$ cat src/rtl/tmr_pair.sv
module tmr_pair #(
  parameter int W = 8
) (
  input  logic         clk,
  input  logic         rst_n,
  input  logic         tick_lo,
  input  logic         tick_hi_ext,
  input  logic         run_lo,
  input  logic         run_hi,
  input  logic         pre_en,
  input  logic [1:0]   mode,
  input  logic [1:0]   hi_src,
  input  logic [W-1:0] cmp_lo,
  input  logic [W-1:0] cmp_hi,
  output logic         irq_lo,
  output logic         irq_hi,
  output logic [W-1:0] cnt_lo,
  output logic [W-1:0] cnt_hi
);
  localparam logic [1:0] MODE_WIDE = 2'd1;

  logic         wide, lo_on, hi_on, hi_clk, carry;
  logic         m16, m8lo, m8hi;
  logic [W-1:0] lo_nx, hi_nx, hi_nx_w;

  assign wide    = (mode == MODE_WIDE);
  assign lo_on   = pre_en & run_lo & tick_lo;
  assign lo_nx   = cnt_lo + 1'b1;
  assign carry   = (lo_nx == '0);
  assign hi_nx_w = cnt_hi + W'(carry);
  assign m16     = wide & lo_on & (lo_nx == cmp_lo) & (hi_nx_w == cmp_hi);
  assign m8lo    = !wide & lo_on & (lo_nx == cmp_lo);
  assign hi_clk  = (hi_src == 2'd0) ? m8lo : tick_hi_ext;
  assign hi_on   = !wide & pre_en & run_hi & hi_clk;
  assign hi_nx   = cnt_hi + 1'b1;
  assign m8hi    = hi_on & (hi_nx == cmp_hi);

  always_ff @(posedge clk or negedge rst_n) begin
    if (!rst_n) begin
      cnt_lo <= '0;
      cnt_hi <= '0;
      irq_lo <= 1'b0;
      irq_hi <= 1'b0;
    end else begin
      irq_lo <= m16 | m8lo;
      irq_hi <= m16 | m8hi;
      if (wide) begin
        if (lo_on) begin
          cnt_lo <= m16 ? '0 : lo_nx;
          cnt_hi <= m16 ? '0 : hi_nx_w;
        end
      end else begin
        if (lo_on) cnt_lo <= m8lo ? '0 : lo_nx;
        if (hi_on) cnt_hi <= m8hi ? '0 : hi_nx;
      end
    end
  end
endmodule

$ cat config.mk
export PLATFORM = sky130hd
export DESIGN_NAME = tmr_pair
export DESIGN_NICKNAME = d
export VERILOG_FILES = /design/src/rtl/tmr_pair.sv
export SDC_FILE = /design/constraint.sdc
export NUM_CORES = 1
export LEC_CHECK = 0
export BUFFER_PORTS_ARGS = -buffer_cell sky130_fd_sc_hd__buf_2
export CAP_MARGIN = 20
export CORE_AREA = 2 2 72 74
export CTS_CLUSTER_DIAMETER = 50
export CTS_CLUSTER_SIZE = 30
export DETAILED_ROUTE_END_ITERATION = 12
export DIE_AREA = 0 0 74 76
export PLACE_DENSITY = 0.68
export SLEW_MARGIN = 20
export SYNTH_ARGS = -nofsm -noshare
export SYNTH_HDL_FRONTEND = slang
export SYNTH_SLANG_ARGS = --single-unit
$ cat constraint.sdc
create_clock -name clk -period 2.7 [get_ports clk]
set_input_delay 0 -clock clk [delete_from_list [all_inputs] [get_ports clk]]
set_output_delay 0 -clock clk [all_outputs]
set_load 0.02 [all_outputs]
* Word-level counts from Yosys, hierarchy flattened
Cells that the tools add are included.
** Word-level totals
- Register bits :: 18
- Input port bits :: 27
- Output and inout bits :: 18
- Word-level logic and storage cells :: 41
** Cells by class
- $add $sub $neg :: 3
- Equality and inequality tests :: 5
- Mux-type cells :: 11
- Bitwise operators :: 13
- Reduce and logical (&&, ||, !) cells :: 5
** Operator list (number)
- 8-bit two-way mux :: 10
- 8-bit == test :: 3
- 8-bit by 1-bit adder with 8-bit output (second input constant) :: 2
- 1-bit bitwise AND :: 11
- 8-bit by 1-bit adder with 8-bit output :: 1
- 8-bit logical NOT :: 1
- 2-bit by 1-bit == test with 1-bit output (second input constant) :: 1
- 2-bit logical NOT :: 1
- 2-bit by 1-bit inequality test with 1-bit output (second input constant) :: 1
- 1-bit bitwise OR :: 2
- 2-bit AND reduction :: 1
- 2-bit nonzero test :: 1
- 1-bit logical NOT :: 1
- 1-bit two-way mux :: 1

* Depth between registers and ports, before layout
Gate-level depths: netlist of run 1.
- Depth in word-level cells :: 10
- Mapped depth :: 14
- Gate-level depth less buffers :: 13

* Worst setup path before layout of run 1
No wires, ideal clock.
- Path kind :: register to register
- Start point :: register cnt_lo[5]
- End point :: register cnt_lo[0]
- Setup time :: 0.125 ns
- Arrival :: 2.830 ns
- Setup slack :: -0.255 ns
- Cell stages (with the launch flop) :: 15
- Buffers on the path :: 1
- Cell sequence :: dfrtp_1 buf_2 nand4_1 nor2_1 a32oi_1 nor2_1 ha_1 ha_1 xor2_1 nor3_1 o211a_1 nand4_1 a21oi_2 nor2_1 mux2_2
** On the way
- Longest elaborated chain between the ends :: 8
- Elaborated cells on any way between the ends :: 13
- Classes of those cells :: add/sub (2); eq/ne (2); mux (5); bitwise (3); reduce/logical (1)
** Ends and longest elaborated chain
- start: declaration :: line 17 : output logic [W-1:0] cnt_lo,
- start signal: assignment :: line 49 : cnt_lo <= m16 ? '0 : lo_nx;
- start signal: assignment :: line 53 : if (lo_on) cnt_lo <= m8lo ? '0 : lo_nx;
- 8-bit by 1-bit adder with 8-bit output * :: line 28 : assign lo_nx = cnt_lo + 1'b1;
- 8-bit logical NOT :: line 29 : assign carry = (lo_nx == '0);
- 8-bit by 1-bit adder with 8-bit output :: line 30 : assign hi_nx_w = cnt_hi + W'(carry);
- 8-bit == test :: line 31 : assign m16 = wide & lo_on & (lo_nx == cmp_lo) & (hi_nx_w == cmp_hi);
- 1-bit bitwise AND :: line 31
- 8-bit two-way mux :: line 49
- 8-bit two-way mux :: line 48 : if (lo_on) begin
- 8-bit two-way mux * :: line 47 : if (wide) begin
Mark *: on every way between the ends. The rest lies on a longest branch, timed or not. The select of a mux whose other input is x is not followed.
A chain may end at the register's enable or synchronous reset.

* Worst setup path in the final report of run 1
Ends and elaborated chain as after synthesis.

==> impl_metrics.csv, run 1 <==
group,metric,value,unit
critical_path,path_max_fanout,5,
die,row_count,26,
synth,netlist_instances,227,
place,place_hpwl,4150,um
global_route,overflow,0,
die,die_area,0.00562,mm^2
detailed_routing,drtIter0Drc,171,
critical_path,cp.arrival,3.07,ns
detailed_routing,via_per_inst,5.70,
timing,setup_viol,17,
power,p_leak,0.00113,uW
synth,synth_top_area_frac,0.238,
detailed_routing,drt-total-wl,5460,um
detailed_routing,ant_nets,0,
job,maxCapViolations,0,
synth,syn_nets,259,
place,port_buffers,44,
timing,final-max-slew-violation-count,0,
critical_path,crit_type,"flip-flop to flip-flop",
timing,skew,0.00270,ns
die,ios,45,
synth,ys.flop_type,"dfrtp_1",
cts,path_clk_slew,0.07,ns
place,place.gp.congestion,0.870,
die,core_area,0.00491,mm^2
detailed_routing,vias,2099,
synth,yosys.cell_count.top_type,"nor2_1",
finish,area_growth,33.5,%
detailed_routing,remaining_drc_errors,0,
synth,synthTopCellsByArea,"dfrtp_1, xnor2_1, o21ai_0",
global_route,grt_usage,0.202,
min_path,worstHoldStart,"tick_hi_ext",
global_route,grt_pass1_wl,9140,um
timing,final.setup.tns,-2.73,ns
synth,synth-edff-count,0,
detailed_routing,wl_per_cell,14.8,um
power,ir_worst_vdd,379,uV
critical_path,end_kind,"flip-flop",
die,initial_utilization,0.386,
cts,cts_root_buf,"clkbuf_8",
global_route,antenna_found_initial,0,
timing,max_freq,342,MHz
global_route,grt_pass1_vias,1946,
power,comb_power_share,0.556,
finish,fin_nets,331,
detailed_routing,first_pass_iters,4,
global_route,grt_max_degree,19,
die,die_w,74,um
power,seqPwrFrac,0.306,
min_path,hold_path_class,"input pin to flip-flop",
power,power.density,577,mW/mm^2
synth,synth_area,0.00190,mm^2
synth,synth.distinct_cells,58,
timing,layout_setup_ws,-0.224,ns
power,switchingPower,644,uW
critical_path,startpoint,"cnt_lo[5]",
cts,clk_path_buf_depth,2,
power,p_sw_frac,0.441,
timing,rsz0062_at_grt,"yes",
timing,tightest_slew,0.667,ns
cts,tritoncts,"built",
critical_path,reg2reg_from,"cnt_lo[5]",
finish,drive_above_1_share,0.376,
cts,clk_latency,0.26,ns
finish,diodes,0,
finish,finalInstanceArea,0.00253,mm^2
cts,cts_buffers,3,
cts,cts.sinks,18,
synth,synth-async-reset-ratio,1.00,
power,power,1460,uW
status,violations,"negative setup slack",
power,pwr-share-clk,0.138,
critical_path,cp.required,2.85,ns
place,dpl_worst_slack,-0.124,ns
synth,ys_warn_count,0,
synth,synth_area_leader_cell,"dfrtp_1",
critical_path,cp-start-kind,"flip-flop",
cts,ctsHtreeMaxLevel,1,
die,die_h,76,um
synth,yosys-top-cells-count,"nor2_1, dfrtp_1, nand2_1, xnor2_1, o21ai_0",
status,outcome,"complete, but fails checks",
timing,finalWorstPathRequiredPeriod,2.92,ns
place,place_area,0.00240,mm^2
synth,avgSynthCellArea,8.35,um^2
timing,hold_viol_final,0,
power,intPower,816,uW
synth,ys_seq_area_frac,0.238,
timing,slew_headroom,0.552,
timing,min_period_over_period,1.08,
finish,postLayoutCoreUtil,0.515,
synth,ys_ff_latch,18,
## power groups by stage
stage                     Sequential (uW)  Clock (uW)  Combinational [uW]
after floorplan                       466           0                 535
after global placement                444           0                 778
after detailed placement              449           0                 779
after CTS                             443         207                 801
after global routing                  459         219                 893
final                                 447         202                 811
## timing repair
action,in CTS,in global routing
hold buffers,1,0
setup buffers,5,1
hold endpoints to repair,18,0
pin swaps,7,7
resized for setup,12,3
setup endpoints to repair,12,17
## registers in the layout, summed over array words and instances (netlist names)
register  flops
irq_hi        1
cnt_lo        8
cnt_hi        8
irq_lo        1
## layer usage
layer | part of all wire | track usage | routed length [um]
met2 | 0.48 | 0.326 | 2620
met3 | 0.059 | 0.0317 | 322
met4 | 0.016 | 0.0364 | 86
met5 | 0 | 0 | 0
met1 | 0.45 | 0.284 | 2430
## worst paths after layout
check	cells after the start	slack, ns	end
setup / recovery	14	-0.22	cnt_lo[0]
hold / removal	4	0.18	irq_hi
setup reg to reg	14	-0.22	cnt_lo[0]
hold reg to reg	1	0.64	cnt_hi[6]
max in group asynchronous	2	2.16	cnt_lo[5]
min in group asynchronous	2	0.21	irq_hi
## logic make-up (layout without fill, tap and decap cells)
family,count (synthesis),count (layout),synth area share
and+or+nand+nor,93,93,0.277
buffers and inverters,20,91,0.0548
muxes,1,1,0.00594
xor gates and xnor gates,27,27,0.147
AOI/OAI and AO/OA,63,63,0.245
adders and majority gates,5,5,0.0330
DFF,18,18,0.238
## final cells by class
type	instances	area, um^2
Fill cell	462	2380
Clock buffer	4	45.0
Tap cell	70	87.6
Inverter	5	18.8
Timing Repair Buffer	82	508
Multi-Input combinational cell	189	1410
Sequential cell	18	459
## placed cells by master (no fill, tap or decap), types with 3 or more instances in the layout
cell,count
buf_2,44
buf_4,37
nor2_1,16
nand2_1,16
xnor2_1,16
nand3_1,11
dfrtp_1,11
xor2_1,8
a21oi_1,8
and3_1,8
o21ai_0,8
o21ai_1,8
nor3_1,7
dfrtp_2,7
a22o_1,6
nand4_1,5
inv_1,5
and4_1,4
o211a_1,4
nor3_2,3
nor2_2,3
nor2b_1,3
xnor3_1,3
and2_1,3
o211ai_1,3
a221o_1,3
ha_1,3
clkbuf_8,3
## through the flow
stage / instances / hold slack (ns)
6_report: 368 / 0.178
5_1_grt: 368 / 0.199
4_1_cts: 367 / 0.175
3_5_place_dp: 357 / -0.0296
3_3_place_gp: 357 / -0.0402
2_1_floorplan: 227 / -0.296
## critical path, stage by stage, from the launching register on
cell	delay [ns]
dfrtp_2	0.39
nand4_1	0.16
nor2_2	0.13
a32oi_1	0.07
nor2_1	0.23
ha_2	0.25
ha_4	0.21
xor2_1	0.15
nor3_2	0.13
o211a_1	0.18
nand4_1	0.18
a21oi_4	0.27
nor2_2	0.07
buf_4	0.14
mux2_4	0.25
Power figures use the tool's default switching activity.
==> run 2, diff against run 1 <==
--- a/config.mk
+++ b/config.mk
@@ -5,7 +5,7 @@
 export SDC_FILE = /design/constraint.sdc
 export NUM_CORES = 1
 export LEC_CHECK = 0
-export BUFFER_PORTS_ARGS = -buffer_cell sky130_fd_sc_hd__buf_2
+export BUFFER_PORTS_ARGS = -buffer_cell sky130_fd_sc_hd__buf_4
 export CAP_MARGIN = 20
 export CORE_AREA = 2 2 72 74
 export CTS_CLUSTER_DIAMETER = 50
==> impl_metrics.csv, run 2 (same netlist as run 1, synthesis figures left out) <==
group,metric,value,unit
status,outcome,"complete, but fails checks",
status,violations,"negative setup slack",
timing,setup_viol,8,
critical_path,slowest_stage,"dfrtp_2",
finish,mostFrequentLayoutCells,"buf_4, nor2_1, nand2_1, xnor2_1, o21ai_0",
power,p_leak,0.00115,uW
die,die_w,74,um
detailed_routing,ant_nets,0,
critical_path,slowest_delay,0.42,ns
timing,min_period_over_period,1.02,
global_route,grt_max_degree,19,
detailed_routing,vias,2032,
die,ios,45,
detailed_routing,drtIter0Drc,108,
global_route,grt_pass1_vias,1977,
finish,fin_nets,328,
power,power.density,590,mW/mm^2
die,die_h,76,um
critical_path,cp.arrival,2.91,ns
critical_path,cp.required,2.85,ns
power,ir_worst_vdd,286,uV
critical_path,r2r_slack,-0.07,ns
cts,cts_buffers,3,
timing,rsz0062_at_grt,"yes",
finish,postLayoutCoreUtil,0.535,
detailed_routing,drt-total-wl,5480,um
finish,area_growth,38.6,%
timing,tightest_slew,0.740,ns
critical_path,end_kind,"flip-flop",
cts,clk_latency,0.26,ns
timing,finalWorstPathRequiredPeriod,2.77,ns
place,place_hpwl,4310,um
detailed_routing,first_pass_iters,5,
finish,diodes,0,
global_route,antenna_found_initial,0,
die,row_count,26,
detailed_routing,wl_per_cell,15.0,um
timing,hold_viol_final,0,
critical_path,cp-start-kind,"flip-flop",
finish,drive_above_1_share,0.369,
critical_path,path_max_fanout,8,
global_route,overflow,0,
timing,skew,0.00156,ns
global_route,grt_usage,0.205,
cts,tritoncts,"built",
critical_path,rr_worst_depth,15,
global_route,grt_pass1_wl,9200,um
critical_path,crit_chain,"nand4_1 > nor2_2 > a32oi_1 > nor2_1 > buf_4 > buf_4 > ha_1 > and3_4 > xnor3_1 > o211a_1 > nand4_1 > a21oi_2 > buf_6 > nor2_4 > mux2_4",
min_path,hold_path_class,"input pin to async pin",
timing,hold_ws,0.143,ns
timing,max_freq,362,MHz
place,place.gp.congestion,0.873,
critical_path,r2r_end,"cnt_lo[0]",
detailed_routing,via_per_inst,5.57,
timing,slew_headroom,0.506,
timing,layout_setup_ws,-0.0657,ns
die,initial_utilization,0.386,
cts,clk_path_buf_depth,2,
die,core_area,0.00491,mm^2
job,maxCapViolations,0,
cts,path_clk_slew,0.07,ns
place,port_buffers,44,
timing,final-max-slew-violation-count,0,
finish,largestRegisters,"cnt_hi: 8 flops, cnt_lo: 8 flops",
cts,ctsHtreeMaxLevel,1,
critical_path,crit_type,"flip-flop to flip-flop",
die,die_area,0.00562,mm^2
cts,cts.sinks,18,
finish,mostFrequentLayoutCell,"buf_4",
detailed_routing,remaining_drc_errors,0,
critical_path,reg2reg_from,"cnt_lo[6]",
cts,cts_root_buf,"clkbuf_8",
run 2: how the worst max path moves through the flow:
stage / startpoint / depth (start not counted) / end / slack, ns
2_1_floorplan: cnt_lo[3] / 14 / cnt_lo[0] / -0.05
3_3_place_gp: cnt_lo[3] / 14 / cnt_lo[0] / -0.03
3_5_place_dp: cnt_lo[3] / 14 / cnt_lo[6] / -0.06
4_1_cts: cnt_lo[3] / 13 / cnt_lo[0] / -0.01
5_1_grt: cnt_lo[6] / 15 / cnt_lo[0] / -0.18
6_report: cnt_lo[6] / 15 / cnt_lo[0] / -0.07
run 2: what timing repair did:
action,in CTS,in global routing
buffers inserted,1,3
resized for setup,5,6
hold buffers,1,0
pin swaps,3,12
hold endpoints to repair,18,0
endpoints found under the setup margin,10,16
run 2: critical path: cells and delay by family, from the launching register on:
kind,cells,cell delay [ns]
AND/OR/NAND/NOR,6,0.66
AO/OA/AOI/OAI,3,0.51
flip-flops,1,0.42
buffers and inverters,3,0.40
multiplexers,1,0.28
XOR/XNOR,1,0.20
adder cells (fa/ha/maj),1,0.18
run 2: final cells by class:
class	instances	area (um^2)
fillers	464	2280
multi-input cells	189	1410
repair buffers	79	599
flip-flops and latches	18	459
well taps	70	87.6
clock buffers	4	55.1
inverters	5	18.8
run 2: metal layers:
layer / GRT usage / vias up / routed length, um / part of all wire
met5: 0 / - / 0 / 0
met4: 0.0564 / 0 / 85 / 0.016
met3: 0.0437 / 11 / 342 / 0.062
met2: 0.332 / 80 / 2730 / 0.50
met1: 0.273 / 954 / 2330 / 0.42
li1: - / 987 / - / -
run 2: through the flow:
| step | cell area [um^2] | setup TNS (ns) | std cells | setup WS (ns) | power, uW |
|---|---|---|---|---|---|
| 6_report | 2630 | -0.216 | 365 | -0.0657 | 1550 |
| 5_1_grt | 2630 | -1.98 | 365 | -0.178 | 1660 |
| 3_5_place_dp | 2500 | -0.287 | 356 | -0.0609 | 1310 |
| 3_3_place_gp | 2500 | -0.0975 | 356 | -0.0291 | 1300 |
| 2_1_floorplan | 1960 | -0.0458 | 227 | -0.0458 | 1000 |
| 4_1_cts | 2590 | -0.0126 | 362 | -0.0126 | 1540 |
run 2: power by group:
part	internal [uW]	switching (uW)	leakage (uW)
combinational	449	454	0.000907
clock	130	93.6	0.0000288
sequential	326	98.9	0.000219
total	905	647	0.00115
